--- src/rtl/rxbuf_pkg.sv ---
package rxbuf_pkg;
  localparam int unsigned FLAG_W = 3;

  typedef struct packed {
    logic brk;
    logic ferr;
    logic perr;
  } rx_flags_t;
endpackage

--- src/rtl/rxbuf_fifo.sv ---
module rxbuf_fifo #(
  parameter int unsigned EW    = 11,
  parameter int unsigned DEPTH = 3,
  localparam int unsigned PW   = (DEPTH > 1) ? $clog2(DEPTH) : 1,
  localparam int unsigned CW   = $clog2(DEPTH + 1)
) (
  input  logic          clk,
  input  logic          rst_n,
  input  logic          push,
  input  logic [EW-1:0] push_word,
  input  logic          pop,
  output logic [EW-1:0] rd_word,
  output logic [CW-1:0] cnt,
  output logic [CW-1:0] cnt_nxt
);

  logic [EW-1:0] slot_q [DEPTH];
  logic [PW-1:0] wr_ptr_q, wr_ptr_nxt;
  logic [PW-1:0] rd_ptr_q, rd_ptr_nxt;
  logic [CW-1:0] cnt_q;
  logic [EW-1:0] rd_q;

  function automatic logic [PW-1:0] bump(input logic [PW-1:0] p);
    return (p == PW'(DEPTH - 1)) ? '0 : p + 1'b1;
  endfunction

  always_comb begin
    wr_ptr_nxt = push ? bump(wr_ptr_q) : wr_ptr_q;
    rd_ptr_nxt = pop  ? bump(rd_ptr_q) : rd_ptr_q;
    cnt_nxt    = cnt_q;
    if (push && !pop)      cnt_nxt = cnt_q + 1'b1;
    else if (pop && !push) cnt_nxt = cnt_q - 1'b1;
  end

  for (genvar i = 0; i < DEPTH; i++) begin : g_slot
    always_ff @(posedge clk or negedge rst_n) begin
      if (!rst_n)                             slot_q[i] <= '0;
      else if (push && wr_ptr_q == PW'(i))    slot_q[i] <= push_word;
    end
  end

  always_ff @(posedge clk or negedge rst_n) begin
    if (!rst_n) begin
      wr_ptr_q <= '0;
      rd_ptr_q <= '0;
      cnt_q    <= '0;
    end else begin
      wr_ptr_q <= wr_ptr_nxt;
      rd_ptr_q <= rd_ptr_nxt;
      cnt_q    <= cnt_nxt;
    end
  end

  always_ff @(posedge clk or negedge rst_n) begin
    if (!rst_n)   rd_q <= '0;
    else if (pop) rd_q <= slot_q[rd_ptr_q];
  end

  assign rd_word = rd_q;
  assign cnt     = cnt_q;

  assert_count_bound_R1: assert property (@(posedge clk) disable iff (!rst_n)
    cnt_q <= CW'(DEPTH));

  assert_order_kept_R7: assert property (@(posedge clk) disable iff (!rst_n)
    (push && pop) |=> (cnt_q == $past(cnt_q)));

endmodule

--- src/rtl/rxbuf_hold.sv ---
module rxbuf_hold #(
  parameter int unsigned EW = 11
) (
  input  logic          clk,
  input  logic          rst_n,
  input  logic          char_valid,
  input  logic [EW-1:0] char_word,
  input  logic          room,
  output logic          push,
  output logic [EW-1:0] push_word,
  output logic          hold_valid,
  output logic          ovr_evt
);

  logic          hv_q, hv_nxt;
  logic [EW-1:0] hw_q, hw_nxt;
  logic          hw_en;

  always_comb begin
    push      = 1'b0;
    push_word = char_word;
    hv_nxt    = hv_q;
    hw_nxt    = hw_q;
    ovr_evt   = 1'b0;
    if (hv_q) begin
      if (room) begin
        push      = 1'b1;
        push_word = hw_q;
        hv_nxt    = char_valid;
        hw_nxt    = char_word;
      end else if (char_valid) begin
        ovr_evt = 1'b1;
        hw_nxt  = char_word;
      end
    end else if (char_valid) begin
      if (room) begin
        push = 1'b1;
      end else begin
        hv_nxt = 1'b1;
        hw_nxt = char_word;
      end
    end
  end

  assign hw_en = char_valid;

  always_ff @(posedge clk or negedge rst_n) begin
    if (!rst_n) hv_q <= 1'b0;
    else        hv_q <= hv_nxt;
  end

  always_ff @(posedge clk or negedge rst_n) begin
    if (!rst_n)     hw_q <= '0;
    else if (hw_en) hw_q <= hw_nxt;
  end

  assign hold_valid = hv_q;

  assert_hold_moves_R2: assert property (@(posedge clk) disable iff (!rst_n)
    (hv_q && room) |-> push);

  assert_overrun_evt_R3: assert property (@(posedge clk) disable iff (!rst_n)
    ovr_evt |=> hv_q);

endmodule

--- src/rtl/rxbuf_status.sv ---
module rxbuf_status #(
  parameter int unsigned DEPTH = 3,
  localparam int unsigned CW   = $clog2(DEPTH + 1)
) (
  input  logic          clk,
  input  logic          rst_n,
  input  logic [CW-1:0] cnt_nxt,
  input  logic          ovr_evt,
  input  logic          clr_err,
  output logic          rx_ready,
  output logic          fifo_full,
  output logic          overrun
);

  logic rdy_q, full_q, ovr_q;
  logic rdy_nxt, full_nxt, ovr_nxt;

  always_comb begin
    rdy_nxt  = (cnt_nxt != '0);
    full_nxt = (cnt_nxt == CW'(DEPTH));
    ovr_nxt  = ovr_q;
    if (clr_err) ovr_nxt = 1'b0;
    if (ovr_evt) ovr_nxt = 1'b1;
  end

  always_ff @(posedge clk or negedge rst_n) begin
    if (!rst_n) begin
      rdy_q  <= 1'b0;
      full_q <= 1'b0;
      ovr_q  <= 1'b0;
    end else begin
      rdy_q  <= rdy_nxt;
      full_q <= full_nxt;
      ovr_q  <= ovr_nxt;
    end
  end

  assign rx_ready  = rdy_q;
  assign fifo_full = full_q;
  assign overrun   = ovr_q;

  assert_sticky_ovr_R4: assert property (@(posedge clk) disable iff (!rst_n)
    (ovr_q && !clr_err) |=> ovr_q);

  assert_ovr_sets_R3: assert property (@(posedge clk) disable iff (!rst_n)
    ovr_evt |=> ovr_q);

  assert_full_has_data_R5: assert property (@(posedge clk) disable iff (!rst_n)
    full_q |-> rdy_q);

endmodule

--- src/rtl/rxbuf_top.sv ---
module rxbuf_top
  import rxbuf_pkg::*;
#(
  parameter int unsigned DW    = 8,
  parameter int unsigned DEPTH = 3
) (
  input  logic          clk,
  input  logic          rst_n,
  input  logic          char_valid,
  input  logic [DW-1:0] char_data,
  input  logic          char_brk,
  input  logic          char_ferr,
  input  logic          char_perr,
  input  logic          rd_en,
  output logic [DW-1:0] rd_data,
  output logic          rd_brk,
  output logic          rd_ferr,
  output logic          rd_perr,
  input  logic          clr_err,
  output logic          rx_ready,
  output logic          fifo_full,
  output logic          overrun
);

  localparam int unsigned EW = DW + FLAG_W;
  localparam int unsigned CW = $clog2(DEPTH + 1);

  rx_flags_t     in_flags, out_flags;
  logic [EW-1:0] in_word, out_word, push_word;
  logic [CW-1:0] cnt, cnt_nxt;
  logic          pop, room, push, hold_valid, ovr_evt;

  assign in_flags = '{brk: char_brk, ferr: char_ferr, perr: char_perr};
  assign in_word  = {in_flags, char_data};

  assign pop  = rd_en && (cnt != '0);
  assign room = (cnt != CW'(DEPTH)) || pop;

  rxbuf_hold #(.EW(EW)) u_hold (
    .clk        (clk),
    .rst_n      (rst_n),
    .char_valid (char_valid),
    .char_word  (in_word),
    .room       (room),
    .push       (push),
    .push_word  (push_word),
    .hold_valid (hold_valid),
    .ovr_evt    (ovr_evt)
  );

  rxbuf_fifo #(.EW(EW), .DEPTH(DEPTH)) u_fifo (
    .clk       (clk),
    .rst_n     (rst_n),
    .push      (push),
    .push_word (push_word),
    .pop       (pop),
    .rd_word   (out_word),
    .cnt       (cnt),
    .cnt_nxt   (cnt_nxt)
  );

  rxbuf_status #(.DEPTH(DEPTH)) u_status (
    .clk       (clk),
    .rst_n     (rst_n),
    .cnt_nxt   (cnt_nxt),
    .ovr_evt   (ovr_evt),
    .clr_err   (clr_err),
    .rx_ready  (rx_ready),
    .fifo_full (fifo_full),
    .overrun   (overrun)
  );

  assign out_flags = rx_flags_t'(out_word[EW-1:DW]);
  assign rd_data   = out_word[DW-1:0];
  assign rd_brk    = out_flags.brk;
  assign rd_ferr   = out_flags.ferr;
  assign rd_perr   = out_flags.perr;

  assert_hold_only_when_full_R2: assert property (@(posedge clk) disable iff (!rst_n)
    hold_valid |-> fifo_full);

  assert_empty_read_stable_R8: assert property (@(posedge clk) disable iff (!rst_n)
    (rd_en && !rx_ready) |=> $stable(out_word));

  assert_ready_tracks_count_R6: assert property (@(posedge clk) disable iff (!rst_n)
    rx_ready == (cnt != '0));

endmodule

--- config.mk ---
export PLATFORM = sky130hd
export DESIGN_NAME = rxbuf_top
export DESIGN_NICKNAME = d
export VERILOG_FILES = /design/src/rtl/rxbuf_pkg.sv /design/src/rtl/rxbuf_fifo.sv /design/src/rtl/rxbuf_hold.sv /design/src/rtl/rxbuf_status.sv /design/src/rtl/rxbuf_top.sv
export SDC_FILE = /design/constraint.sdc
export NUM_CORES = 1
export LEC_CHECK = 0
export BUFFER_PORTS_ARGS = -buffer_cell sky130_fd_sc_hd__buf_4
export CAP_MARGIN = 30
export CORE_MARGIN = 4
export CORE_UTILIZATION = 55
export CTS_BUF_LIST = sky130_fd_sc_hd__clkbuf_8
export CTS_CLUSTER_SIZE = 16
export DETAILED_ROUTE_END_ITERATION = 10
export PLACE_DENSITY = 0.84
export SLEW_MARGIN = 25
export SYNTH_ARGS = -nofsm -noshare
export SYNTH_HDL_FRONTEND = slang
export SYNTH_HIERARCHICAL = 1
export SYNTH_SLANG_ARGS = --single-unit
--- constraint.sdc ---
create_clock -name clk -period 4.8 [get_ports clk]
set_input_delay 0.96 -clock clk [delete_from_list [all_inputs] [get_ports clk]]
set_output_delay 0.96 -clock clk [all_outputs]
set_load 0.01 [all_outputs]
==> results by group <==
Run status
  • Outcome: finished, final reports clean

Worst setup path
  • Worst setup startpoint: rd_en
  • Setup crit end: u_fifo/slot_q[19]$_DFFE_PN0P_
  • Data arrival, critical path: 2700 ps
  • Reg2Reg Depth: 5
  • Crit Reg-Reg Startpoint: u_fifo/cnt[0]$_DFF_PN0_
  • R2r endpoint: u_fifo/slot_q[19]$_DFFE_PN0P_
  • Critical Path Max Stage Delay: 590 ps
  • Reg2Reg Setup Slack: around 2600 ps
  • CP required: 5020 ps
  • Critical path peak fanout: 12
  • Startpoint types: primary input
  • CP cell instances: buf_4 -> nand3b_1 -> inv_1 -> nor2_1 -> nand3_1 -> mux2_2
  • Crit end category: flop
  • Critical path type: primary input to flop
  • Slowest stage cell on the critical path: nand3_1

Final layout
  • Core Util, Final: approximately 66%
  • Fin area: between 3000 and 4000 um2
  • Layout cells sized above 1: between 40% and 50%
  • Fin nets: between 200 and 300
  • Synth-to-Final Area Change: 15.5%
  • Number of inserted diodes: 0

Clock tree
  • CTS H-tree depth: 3
  • Clk_lat worst skew: between 300 and 400 ps
  • Post-CTS Setup Inserts: 0
  • Clock buffer depth: 2
  • CTS tree: built
  • CTS sink count: 65
  • Clock transition at path regs: ~70 ps
  • CTS buffer count: 9
  • Clock root buffer: clkbuf_8
  • PostCTS Resize Cnt: 0
  • Hold Buf Count CTS: 0

Hold path
  • Worst hold path type: flop to flop
  • Hold wc startpoint: u_status/overrun$_DFFE_PN0P_

Detailed routing
  • Via density: roughly 5.4
  • DRC: 0
  • Via count: around 1.7k
  • Antenna viol nets, final: 0
  • 1st-pass router iterations: 4
  • Avg WL per Cell: about 17 um
  • Drt first-iter violations: 81
  • Final WL: approximately 5500 um

Synth
  • Ys flop type: dfrtp_1
  • Mux cell area share after synthesis: a little over a quarter
  • Post-synthesis simple-gate area fraction: under 10%
  • Mapped Cells: 220
  • Post-synth cell types: 28
  • Post-synth ARST share: 100%
  • Largest family of logic cells by synthesized area: multiplexers
  • Cell area after synthesis: around 2900 um2
  • Post-Synth Adder-Cell Area: 0%
  • Most frequent cell after synthesis: dfrtp_1
  • Synthesized Nets: 236
  • Post-synthesis xor/xnor area fraction: less than 1%
  • Post-synth EDFFs: 0
  • Post-synthesis compound-gate area fraction: roughly 4.2%
  • Sequential fraction of the synthesis area: a little under three fifths
  • Yosys top cell by area: dfrtp_1
  • Synth warnings: 6
  • Largest cells by area after synthesis: dfrtp_1 (56%), mux2_2 (22%), mux2_4 (5.2%), nand3b_1 (3.1%), a31oi_1 (2.4%)
  • Post-synth top cells: dfrtp_1 (65), mux2_2 (56), nand2_1 (14), nor2_1 (14), nand3b_1 (12)
  • Post-synthesis area per instance: 13.2 um2
  • Post-synth top area share: a little under three fifths
  • Synthesized flop and latch total: 65

Timing
  • Period utilization: roughly 50%
  • Slew HR: a little under half
  • Slew @ Worst Pin: between 800 and 900 ps
  • RSZ-0062 raised after global routing: false
  • Worst Skew: between 5 and 6 ps
  • Max frequency: a little over 400 MHz
  • Final setup fails: 0
  • Slew Limit Fails: 0
  • Final setup TNS: 0 ps
  • Final min period: 2470 ps
  • Final hold violation count: 0

GRT
  • Total track usage: roughly a fifth
  • Largest net degree at the start of global routing: 66
  • Global route overflow: 0
  • Initial antenna violation count: 0
  • First-pass GRT wire length: between 8000 and 9000 um
  • Vias in the first global route: ~1.8k

Floorplanning
  • Die width: 80.7 um
  • Initial Utilization: between 50% and 60%
  • Chip height: a little over 80 um
  • I/O Pins: 30
  • Cell row count: 26
  • Core box area: just over 5000 um2
  • Die area: 6510 um2

Place
  • Post-placement cell area: roughly 3100 um2
  • Post-DP HPWL: between 3000 and 4000 um
  • Final weighted congestion in routability-driven placement: between 0.6 and 0.7
  • I/O Buffers: 29

Power and ir drop
  • Total Power: 2.35 mW
  • Psw: approximately 0.75 mW
  • Pleak: roughly 1.5 nW
  • Internal Power: around 1.6 mW
  • PwrDens: ~700 nW/um2
  • Comb power frac: 37.3%
  • Flop pwr share: a little over two fifths
  • VDD IR max: roughly 0.32 mV
  • Clock share of power: about 20%
  • Sw Share: between 30 and 40%

Job
  • Max cap viols: 0
-- worst max-delay path: cells and delay by family --
family / cells / cell delay, ps
buf+inv: 2 / 160
mux: 1 / 470
simple gates: 3 / 1100
-- layout by cell type (no fill, tap or decap), types with 2 or more instances in the layout --
cell type / n
o21ai_0: 3
a21o_1: 2
buf_4: 30
nand3b_1: 12
clkbuf_8: 11
mux2_2: 56
xnor2_1: 2
mux2_4: 10
inv_1: 5
nand2_1: 14
nand2b_1: 3
dfrtp_1: 65
nor2_1: 14
a31oi_1: 11
clkinv_2: 2
-- area by class of cell --
type | count | area [um2]
clock inverters | 4 | 43.8
inverters | 5 | 18.8
well taps | 70 | 87.6
flip-flops and latches | 65 | 1630
fillers | 400 | 1750
multi-input cells | 137 | 1190
repair buffers | 31 | 240
clock buffers | 11 | 151
-- registers in the layout, indices dropped and copies added (netlist names) --
signal,flops
u_fifo/rd_ptr_q,2
u_fifo/wr_ptr_q,2
u_hold/hw_q,11
u_status/overrun,1
u_fifo/slot_q,33
u_fifo/cnt,2
u_hold/hold_valid,1
u_fifo/rd_word,11
u_status/fifo_full,1
u_status/rx_ready,1
-- cells by family (layout without fill, tap and decap cells) --
family | count (synthesis) | in the layout
flip-flops | 65 | 65
multiplexers | 67 | 67
AO/OA/AOI/OAI | 19 | 19
buffers and inverters | 18 | 51
AND/OR/NAND/NOR | 48 | 48
XOR/XNOR | 3 | 3
-- power by group through the flow --
stage | Combinational, mW | Clock (mW) | Sequential (mW)
floorplan | 0.675 | 0 | 0.965
CTS | 0.879 | 0.472 | 1.01
detailed placement | 0.872 | 0 | 1.02
global route | 0.960 | 0.496 | 1.05
global placement | 0.836 | 0 | 1.00
finish | 0.876 | 0.460 | 1.02
-- through the flow --
step	worst slack, ps	cells	hold slack, ps
floorplan	2300	220	474
global route	2190	323	512
CTS	2350	322	486
global placement	2120	307	463
finish	2330	323	481
detailed placement	2020	307	470
-- worst min path at each step --
stage	cells after the start	end	slack, ps
finish	1	u_status/overrun$_DFFE_PN0P_	480
global placement	1	u_status/overrun$_DFFE_PN0P_	460
floorplan	1	u_fifo/slot_q[10]$_DFFE_PN0P_	470
detailed placement	1	u_status/overrun$_DFFE_PN0P_	470
global route	1	u_status/overrun$_DFFE_PN0P_	510
CTS	1	u_status/overrun$_DFFE_PN0P_	490
-- metal layers --
metal  track usage, %  wire (um)  vias up
li1                 -          -      831
met1             24.5       2520      866
met2             29.0       2650       34
met3             3.70        198       13
met4             12.8        165        0
met5                0          0        -
Power figures use the tool's default switching activity.
